### src/rtl/bklt_pkg.sv
package bklt_pkg;
  localparam int ADDR_W = 3;
  localparam int DATA_W = 16;
  localparam int CNT_W  = 8;
  localparam int PS_W   = 3;

  localparam logic [ADDR_W-1:0] A_GEN  = 3'd0;
  localparam logic [ADDR_W-1:0] A_CHAN = 3'd1;
  localparam logic [ADDR_W-1:0] A_ON   = 3'd2;
  localparam logic [ADDR_W-1:0] A_OFF  = 3'd3;
  localparam logic [ADDR_W-1:0] A_STAT = 3'd4;

  localparam int CMP_LSB = 8;
  localparam int POL_BIT = 4;

  localparam logic [DATA_W-1:0] CHAN_MASK = 16'hFF17;
  localparam logic [DATA_W-1:0] CHAN_RST  = 16'h0010;

  typedef struct packed {
    logic [CNT_W-1:0] cmp;
    logic             pol;
    logic [PS_W-1:0]  ps;
  } chan_cfg_t;

  localparam chan_cfg_t CFG_RST = '{cmp: '0, pol: 1'b1, ps: '0};
endpackage

### src/rtl/bklt_regs.sv
module bklt_regs
  import bklt_pkg::*;
#(
  parameter int PS_MAX  = 6,
  parameter bit NO_DIV1 = 1'b0
) (
  input  logic              clk,
  input  logic              rst,
  input  logic              wr_en,
  input  logic [ADDR_W-1:0] wr_addr,
  input  logic [DATA_W-1:0] wr_data,
  input  logic [ADDR_W-1:0] rd_addr,
  input  logic              running,
  output logic [DATA_W-1:0] rd_data,
  output chan_cfg_t         cfg,
  output logic              clk_sel,
  output logic              on_stb,
  output logic              off_stb
);
  localparam logic [PS_W-1:0] PS_TOP = PS_W'(PS_MAX);

  logic [DATA_W-1:0] chan_raw;
  logic              sel_q;
  logic              err_q;
  logic [PS_W-1:0]   wr_ps;
  logic              wr_chan;
  logic              wr_bad;

  function automatic logic [PS_W-1:0] fix_ps(input logic [PS_W-1:0] p);
    if (p > PS_TOP) return PS_TOP;
    if (NO_DIV1 && (p == '0)) return PS_W'(1);
    return p;
  endfunction

  assign wr_ps   = wr_data[PS_W-1:0];
  assign wr_chan = wr_en && (wr_addr == A_CHAN);
  assign wr_bad  = (wr_ps > PS_TOP) || (NO_DIV1 && (wr_ps == '0));
  assign on_stb  = wr_en && (wr_addr == A_ON) && wr_data[0];
  assign off_stb = wr_en && (wr_addr == A_OFF) && wr_data[0];

  assign cfg.cmp = chan_raw[CMP_LSB +: CNT_W];
  assign cfg.pol = chan_raw[POL_BIT];
  assign cfg.ps  = fix_ps(chan_raw[PS_W-1:0]);
  assign clk_sel = sel_q;

  always_ff @(posedge clk) begin
    if (rst) begin
      chan_raw <= CHAN_RST;
      sel_q    <= 1'b0;
      err_q    <= 1'b0;
      rd_data  <= '0;
    end else begin
      if (wr_chan) begin
        chan_raw <= wr_data & CHAN_MASK;
        if (wr_bad) err_q <= 1'b1;
      end
      if (wr_en && (wr_addr == A_GEN)) sel_q <= wr_data[0];
      case (rd_addr)
        A_GEN:   rd_data <= {{(DATA_W-1){1'b0}}, sel_q};
        A_CHAN:  rd_data <= chan_raw;
        A_STAT:  rd_data <= {{(DATA_W-2){1'b0}}, err_q, running};
        default: rd_data <= '0;
      endcase
    end
  end

  AST_ERR_ON_BAD: assert property (@(posedge clk) disable iff (rst)
    (wr_chan && (wr_ps > PS_TOP)) |=> err_q);
  AST_PS_CLAMP: assert property (@(posedge clk) disable iff (rst)
    cfg.ps <= PS_TOP);
  AST_NO_DIV1: assert property (@(posedge clk) disable iff (rst)
    !(NO_DIV1 && (cfg.ps == '0)));
endmodule

### src/rtl/bklt_prescale.sv
module bklt_prescale
  import bklt_pkg::*;
#(
  parameter int PS_MAX = 6
) (
  input  logic            clk,
  input  logic            rst,
  input  logic            run,
  input  logic            src_tick,
  input  logic [PS_W-1:0] ps,
  output logic            tick
);
  localparam int PRE_W = (PS_MAX > 0) ? PS_MAX : 1;

  logic [PRE_W-1:0] pre;
  logic [PRE_W-1:0] lim;

  always_comb begin
    for (int i = 0; i < PRE_W; i++) lim[i] = (i < int'(ps));
  end

  assign tick = run && src_tick && (pre == lim);

  always_ff @(posedge clk) begin
    if (rst || !run) pre <= '0;
    else if (src_tick) pre <= (pre == lim) ? '0 : pre + 1'b1;
  end

  AST_PRE_RANGE: assert property (@(posedge clk) disable iff (rst)
    pre <= lim);
endmodule

### src/rtl/bklt_core.sv
module bklt_core
  import bklt_pkg::*;
(
  input  logic      clk,
  input  logic      rst,
  input  logic      on_stb,
  input  logic      off_stb,
  input  logic      tick,
  input  chan_cfg_t cfg_live,
  output chan_cfg_t sh,
  output logic      running,
  output logic      pwm_out
);
  logic             want;
  logic [CNT_W-1:0] cnt;
  logic             boundary;
  logic             out_q;

  assign boundary = tick && (cnt == '1);
  assign pwm_out  = out_q;

  always_ff @(posedge clk) begin
    if (rst) begin
      want    <= 1'b0;
      running <= 1'b0;
      cnt     <= '0;
      sh      <= CFG_RST;
      out_q   <= 1'b0;
    end else begin
      if (on_stb) want <= 1'b1;
      else if (off_stb) want <= 1'b0;
      if (!running) begin
        cnt <= '0;
        sh  <= cfg_live;
        if (want) running <= 1'b1;
      end else begin
        if (tick) cnt <= cnt + 1'b1;
        if (boundary) begin
          sh <= cfg_live;
          if (!want) running <= 1'b0;
        end
      end
      out_q <= running ? ((cnt < sh.cmp) == sh.pol) : !sh.pol;
    end
  end

  AST_STOP_AT_WRAP: assert property (@(posedge clk) disable iff (rst)
    $fell(running) |-> $past(boundary));
  AST_SHADOW_HOLD: assert property (@(posedge clk) disable iff (rst)
    (running && !boundary) |=> $stable(sh));
  AST_IDLE_CNT: assert property (@(posedge clk) disable iff (rst)
    !running |-> (cnt == '0));
  AST_IDLE_LEVEL: assert property (@(posedge clk) disable iff (rst)
    !$past(running) |-> (out_q == !$past(sh.pol)));
endmodule

### src/rtl/bklt_pwm_top.sv
module bklt_pwm_top
  import bklt_pkg::*;
#(
  parameter int PS_MAX  = 6,
  parameter bit NO_DIV1 = 1'b0
) (
  input  logic              clk,
  input  logic              rst,
  input  logic              slow_tick,
  input  logic              sys_tick,
  input  logic              wr_en,
  input  logic [ADDR_W-1:0] wr_addr,
  input  logic [DATA_W-1:0] wr_data,
  input  logic [ADDR_W-1:0] rd_addr,
  output logic [DATA_W-1:0] rd_data,
  output logic              pwm_out
);
  chan_cfg_t cfg_live;
  chan_cfg_t sh;
  logic      clk_sel;
  logic      on_stb;
  logic      off_stb;
  logic      running;
  logic      src_tick;
  logic      tick;

  assign src_tick = clk_sel ? sys_tick : slow_tick;

  bklt_regs #(.PS_MAX(PS_MAX), .NO_DIV1(NO_DIV1)) u_regs (
    .clk(clk), .rst(rst), .wr_en(wr_en), .wr_addr(wr_addr), .wr_data(wr_data),
    .rd_addr(rd_addr), .running(running), .rd_data(rd_data), .cfg(cfg_live),
    .clk_sel(clk_sel), .on_stb(on_stb), .off_stb(off_stb)
  );

  bklt_prescale #(.PS_MAX(PS_MAX)) u_pre (
    .clk(clk), .rst(rst), .run(running), .src_tick(src_tick), .ps(sh.ps), .tick(tick)
  );

  bklt_core u_core (
    .clk(clk), .rst(rst), .on_stb(on_stb), .off_stb(off_stb), .tick(tick),
    .cfg_live(cfg_live), .sh(sh), .running(running), .pwm_out(pwm_out)
  );
endmodule

### config.mk
export PLATFORM = sky130hd
export DESIGN_NAME = bklt_pwm_top
export DESIGN_NICKNAME = d
export VERILOG_FILES = /design/src/rtl/bklt_pkg.sv /design/src/rtl/bklt_regs.sv /design/src/rtl/bklt_prescale.sv /design/src/rtl/bklt_core.sv /design/src/rtl/bklt_pwm_top.sv
export SDC_FILE = /design/constraint.sdc
export NUM_CORES = 1
export LEC_CHECK = 0
export CORE_ASPECT_RATIO = 0.7
export CORE_UTILIZATION = 40
export DETAILED_ROUTE_END_ITERATION = 10
export GPL_TIMING_DRIVEN = 0
export PLACE_DENSITY = 0.65
export SLEW_MARGIN = 0
export SYNTH_ARGS = -nofsm -noshare
export SYNTH_HDL_FRONTEND = slang
export SYNTH_SLANG_ARGS = --single-unit
### constraint.sdc
create_clock -name clk -period 2.2 [get_ports clk]
set_clock_uncertainty 0.05 [all_clocks]
set_input_delay 0.44 -clock clk [delete_from_list [all_inputs] [get_ports clk]]
set_output_delay 0.44 -clock clk [all_outputs]
set_load 0.005 [all_outputs]
After elaboration in Yosys (flattened, before gate mapping)
Index checks and enable logic that the tools add are counted.

Word-level logic and storage cells: 64. Output and inout port bits: 17. Register bits: 59.

Reduce and logical (&&, ||, !) cells: 17. Add/subtract/negate cells: 2. Equal/unequal tests: 9. Order comparisons: 9. Bitwise gates (word level): 1. Multiplexer cells: 14.

Operator list (number): $pmux W16 S3 (1); $mux W12 (2); $logic_and A1 B1 Y1 (9); $add A8 B1 Y8 const B (1); $eq A8 B8 Y1 const B (1); $lt A8 B8 Y1 (1); $mux W1 (8); $add A6 B1 Y6 const B (1); $eq A3 B1 Y1 const B (2); $eq A3 B2 Y1 const B (2); $eq A6 B6 Y1 (1); $gt A3 B3 Y1 const B (2); $logic_not A3 Y1 (2); $lt A1 B3 Y1 const A (2); $lt A2 B3 Y1 const A (2); $lt A3 B3 Y1 const A (2); $mux W3 (2); $mux W6 (1); $eq A3 B3 Y1 const B (1); $logic_not A1 Y1 (2); $ne A2 B2 Y1 const B (1); $reduce_and A2 Y1 (1); $reduce_bool A2 Y1 (1); $reduce_or A2 Y1 (1); 3 further kinds (3).

Longest topological paths before layout
Word-level depth: 6. Depth in mapped cells: 8. Mapped depth without buffers: 8.

Modules after synthesis
From an unflattened synthesis, not the netlist that was laid out.

Cells, all modules: 282. Area total of the unflattened synthesis: 2651.3 sq um.

Modules (own cells, without submodules): bklt_regs (sequential area each 520.5 sq um, cells each 113, area each 1161.1 sq um, instances 1); bklt_core (sequential area each 460.4 sq um, cells each 122, area each 1061.0 sq um, instances 1); bklt_prescale (sequential area each 120.1 sq um, cells each 46, area each 414.1 sq um, instances 1); bklt_pwm_top (sequential area each 0.0 sq um, cells each 1, area each 15.0 sq um, instances 1).

Worst setup path after synthesis
No wires, ideal clock.

Path type: flip-flop to flip-flop. From: reg u_core.sh[1] (netlist name). To: reg u_core.sh[0] (netlist name). Setup time: 128 ps. Buffers on the path: 2. Cell stages (with the launch flop): 9. Clock period less this slack: 2211 ps. Arrival time: 2034 ps. Path slack: -11 ps. Cell sequence: dfxtp_1 buf_6 or4b_1 a41oi_2 o22ai_2 o31ai_4 buf_8 mux2i_1 nor2_1.

Word-level cells in the longest chain between the ends: 5. Elaborated cells between the ends (all ways): 10. Classes of those cells: order compare: 6; eq/ne: 2; reduce/logical: 2.

Ends and longest elaborated chain: $lt A1 B3 Y1, or another cell as far along (line bklt_prescale.sv:19) `for (int i = 0; i < PRE_W; i++) lim[i] = (i < int'(ps));`; $eq A6 B6 Y1 (*) (line bklt_prescale.sv:22) `assign tick = run && src_tick && (pre == lim);`; $logic_and A1 B1 Y1 (*) (line bklt_prescale.sv:22); $logic_and A1 B1 Y1 (*) (line bklt_core.sv:19) `assign boundary = tick && (cnt == '1);`; $ne A2 B2 Y1 (no line) (*).

Mark *: on every way between the ends. The rest lies on a longest branch, timed or not. A chain may end at the register's enable or synchronous reset.

Worst setup path after layout
From: reg u_core.sh[0] (netlist name). To: reg u_core.sh[0] (netlist name).

Word-level cells in the longest chain between the ends: 5. Elaborated cells between the ends (all ways): 10. Classes of those cells: order compare: 6; eq/ne: 2; reduce/logical: 2.

Ends and longest elaborated chain (line): $lt A1 B3 Y1, or another cell as far along (bklt_prescale.sv:19); $eq A6 B6 Y1 (*) (bklt_prescale.sv:22); $logic_and A1 B1 Y1 (*) (bklt_prescale.sv:22); $logic_and A1 B1 Y1 (*) (bklt_core.sv:19); $ne A2 B2 Y1 (no line) (*).

Marks and branches as above.

==> results.tsv <==
stage	metric	value	unit
status	status	finished clean	
final_layout	ratio of cells with drive above 1 in the final layout	0.121	
floorplanning	die width	94.9	um
final_layout	multi-input logic area	1250	um2
worst_setup_path	CP required	2340	ps
yosys	async set-reset flop share out of synthesis	0	
power_and_ir_drop	PwrDens	605	nW/um2
final_layout	area grow syn2layout	28.4	%
worst_setup_path	slowest CP cell	or4b_4	
clock_network	Clk pin slew, worst setup/hold paths	100	ps
timing	Slew headroom	0.618	
worst_setup_path	peak fanout along the critical path	7	
worst_setup_path	critical path cell sequence	or4b_4 -> a41oi_4 -> o22ai_4 -> o31ai_4 -> buf_6 -> buf_8 -> mux2i_1 -> nor2_1	
final_layout	Ant. Diodes	0	
worst_setup_path	startpoint types	flop	
clock_network	Num CTS Buffers	5	
route	DR WL/cell	13.0	um
worst_setup_path	register-to-register setup slack	70	ps
floorplanning	IO Count	44	
global_routing	pin count of the biggest net entering global routing	18	
yosys	EDFF count, synth	0	
worst_setup_path	Worst path max stage delay	540	ps
worst_setup_path	Critical Path AT	2270	ps
yosys	syn avg cell area	9.15	um2
global_routing	global-route wire length before repair	8400	um
route	Residual DRC	0	
clock_network	maximum clock insertion buffer count	2	
yosys	post-synthesis compound-gate area fraction	0.0984	
floorplanning	row count	23	
final_layout	most common cell after layout, fill and taps aside	dfxtp_1	
route	first drt pass iteration count	4	
floorplanning	Core Region	5780	um2
power_and_ir_drop	combinational cell fraction of total power	0.080	
timing	RSZ-0062 raised after global routing	yes	
timing	Post-Route Setup TNS	0	ps
route	via/cell ratio	5.07	
route	Detail Route Antenna Nets	0	
worst_setup_path	kind of critical path	reg2reg	
clock_network	clk_lat worst skew	310	ps
yosys	dominant synthesized flop cell	dfxtp_1	
timing	crit share post-route	0.968	
clock_network	H-tree lvl count	2	
yosys	Seq/Total Area, Yosys	0.456	
power_and_ir_drop	switching fraction of total power	0.222	
power_and_ir_drop	Seq pwr share	0.540	
route	DR iter-0 viols	56	
place	routability cong.	0.845	
power_and_ir_drop	Internal Pwr Total	1.46	mW
power_and_ir_drop	Power Total	1.88	mW
job	Max Cap Viol	0	
yosys	YS warnings	0	
clock_network	# clock sinks	55	
route	Vias	1971	
final_layout	nets	349	
yosys	Synth Area in Simple Gates	0.237	
place	Post-DP HPWL	3610	um
global_routing	Total GRT Usage	0.175	
yosys	mux share of post-synthesis cell area	0.0668	
final_layout	most frequent cells in the layout	dfxtp_1 (51), clkdlybuf4s50_1 (34), nand2_1 (30), nor2_1 (24), a21oi_1 (20)	
clock_network	hold buffers post-CTS	0	
clock_network	CTS tree	built	
final_layout	Register Area	1110	um2
timing	setup violators final	0	
timing	endpoints failing hold	0	
timing	Slew Limit Fails	0	
floorplanning	die area	6360	um2
power_and_ir_drop	Max IR drop VDD	249	uV
yosys	Synth Register Bits	55	
power_and_ir_drop	leak pwr	1.21	nW
hold_path	hold crit path type	reg2reg	
yosys	Synth Instances	264	
yosys	main combinational cell family by area after synthesis	simple AND/OR/NAND/NOR gates	
yosys	post-synthesis cell area	2410	um2
route	final wirelength	5070	um
yosys	Adder-Cell Fraction of Synth Area	0.0466	
yosys	Yosys cell types	45	
timing	Period minus WS final	2130	ps
global_routing	grt total ovfl	0	
global_routing	number of global-route vias before repair	1779	
power_and_ir_drop	sw power	0.416	mW
worst_setup_path	CP endpoint kind	flop	
clock_network	clock root cell	clkbuf_8	
place	port bufs	34	
yosys	Post-Synth XOR/XNOR Area	0.0435	
timing	Highest Clock Rate	469	MHz
floorplanning	die height	67.0	um
power_and_ir_drop	Clock power frac	0.380	
floorplanning	Initial Util	0.417	
timing	worst-margin pin slew	570	ps
final_layout	Filler Cell Count	529	
global_routing	number of antenna violations at the first check in global routing	0	
cells in the mapped netlist (5+ instances only):
library cell | instances | area share
xnor2_1 | 5 | 0.018
xor2_1 | 7 | 0.025
and3_1 | 5 | 0.013
inv_1 | 9 | 0.014
nor3_1 | 9 | 0.019
a21oi_1 | 21 | 0.044
mux2i_1 | 15 | 0.062
nand3_1 | 9 | 0.019
clkbuf_1 | 7 | 0.011
and2_1 | 12 | 0.031
nand2_1 | 30 | 0.047
dfxtp_1 | 55 | 0.46
ha_1 | 9 | 0.047
nor2_1 | 25 | 0.039
stage by stage:
stage	setup slack [ps]	std cells	instance area (um2)	util	hold slack, ps
CTS	6.57	389	3090	0.533	426
floorplan	34.0	267	2430	-	376
detailed placement	-384	376	2860	0.494	402
global placement	-383	376	2860	0.494	402
finish	69.6	389	3100	0.536	425
global route	-41.8	389	3100	0.536	441
area by class of cell:
cell class | instances | area share
tap | 75 | 0.0303
buffer | 12 | 0.0230
clock inverter | 2 | 0.0125
sequential | 55 | 0.358
inverter | 9 | 0.0109
timing repair buffer | 41 | 0.136
clock buffer | 6 | 0.0266
multi-input combinational | 189 | 0.403
kinds of logic after synthesis:
| logic type | after synthesis |
|---|---|
| adder cells (fa/ha/maj) | 9 |
| XOR/XNOR | 12 |
| AND/OR/NAND/NOR | 113 |
| flip-flops | 55 |
| AO/OA/AOI/OAI | 35 |
| multiplexers | 16 |
| buffers and inverters | 23 |
| other | 1 |
layer usage:
layer,track usage,part of all wire,vias to the layer above
met5,0,0,-
met4,0.0606,0.012,0
met3,0.0388,0.055,7
met2,0.266,0.41,59
met1,0.241,0.52,915
li1,-,-,990
critical path, delay by kind of cell, from the launching register on:
family / cells / cell delay, ps
AO/OA/AOI/OAI: 3 / 540
buffers and inverters: 2 / 270
flip-flops: 1 / 370
multiplexers: 1 / 180
AND/OR/NAND/NOR: 2 / 590
what timing repair did:
| action | in CTS | in global routing |
|---|---|---|
| pin swaps | 4 | 4 |
| endpoints found under the setup margin | 13 | 24 |
| resized for setup | 12 | 6 |
| cloned | 1 | 0 |
| setup buffers | 6 | 0 |
registers in the layout, summed over array words and instances (netlist names):
| name | cells |
|---|---|
| u_core.sh | 12 |
| u_regs.chan_raw | 12 |
| u_regs.rd_data | 12 |
| u_core.cnt | 8 |
| u_pre.pre | 6 |
| u_core.pwm_out | 1 |
| u_core.running | 1 |
| u_core.want | 1 |
| u_regs.clk_sel | 1 |
| u_regs.err_q | 1 |
power by group through the flow:
stage / clock network (mW) / registers [mW] / logic [mW]
after CTS: 0.730 / 1.02 / 0.148
final: 0.713 / 1.01 / 0.149
after floorplan: 0 / 1.04 / 0.0735
after detailed placement: 0 / 1.04 / 0.135
after global routing: 0.761 / 1.02 / 0.165
after global placement: 0 / 1.04 / 0.134
worst paths after layout:
| kind | start | end | cells after the start |
|---|---|---|---|
| min reg2reg | u_core.want$_SDFFE_PP0P_ | u_core.running$_SDFF_PP0_ | 2 |
| max reg2reg | u_core.sh[0]$_SDFFE_PP0P_ | u_core.sh[0]$_SDFFE_PP0P_ | 8 |
| max | u_core.sh[0]$_SDFFE_PP0P_ | u_core.sh[0]$_SDFFE_PP0P_ | 8 |
| min | u_core.want$_SDFFE_PP0P_ | u_core.running$_SDFF_PP0_ | 2 |
Note: power is estimated with default switching activity, not from simulation.
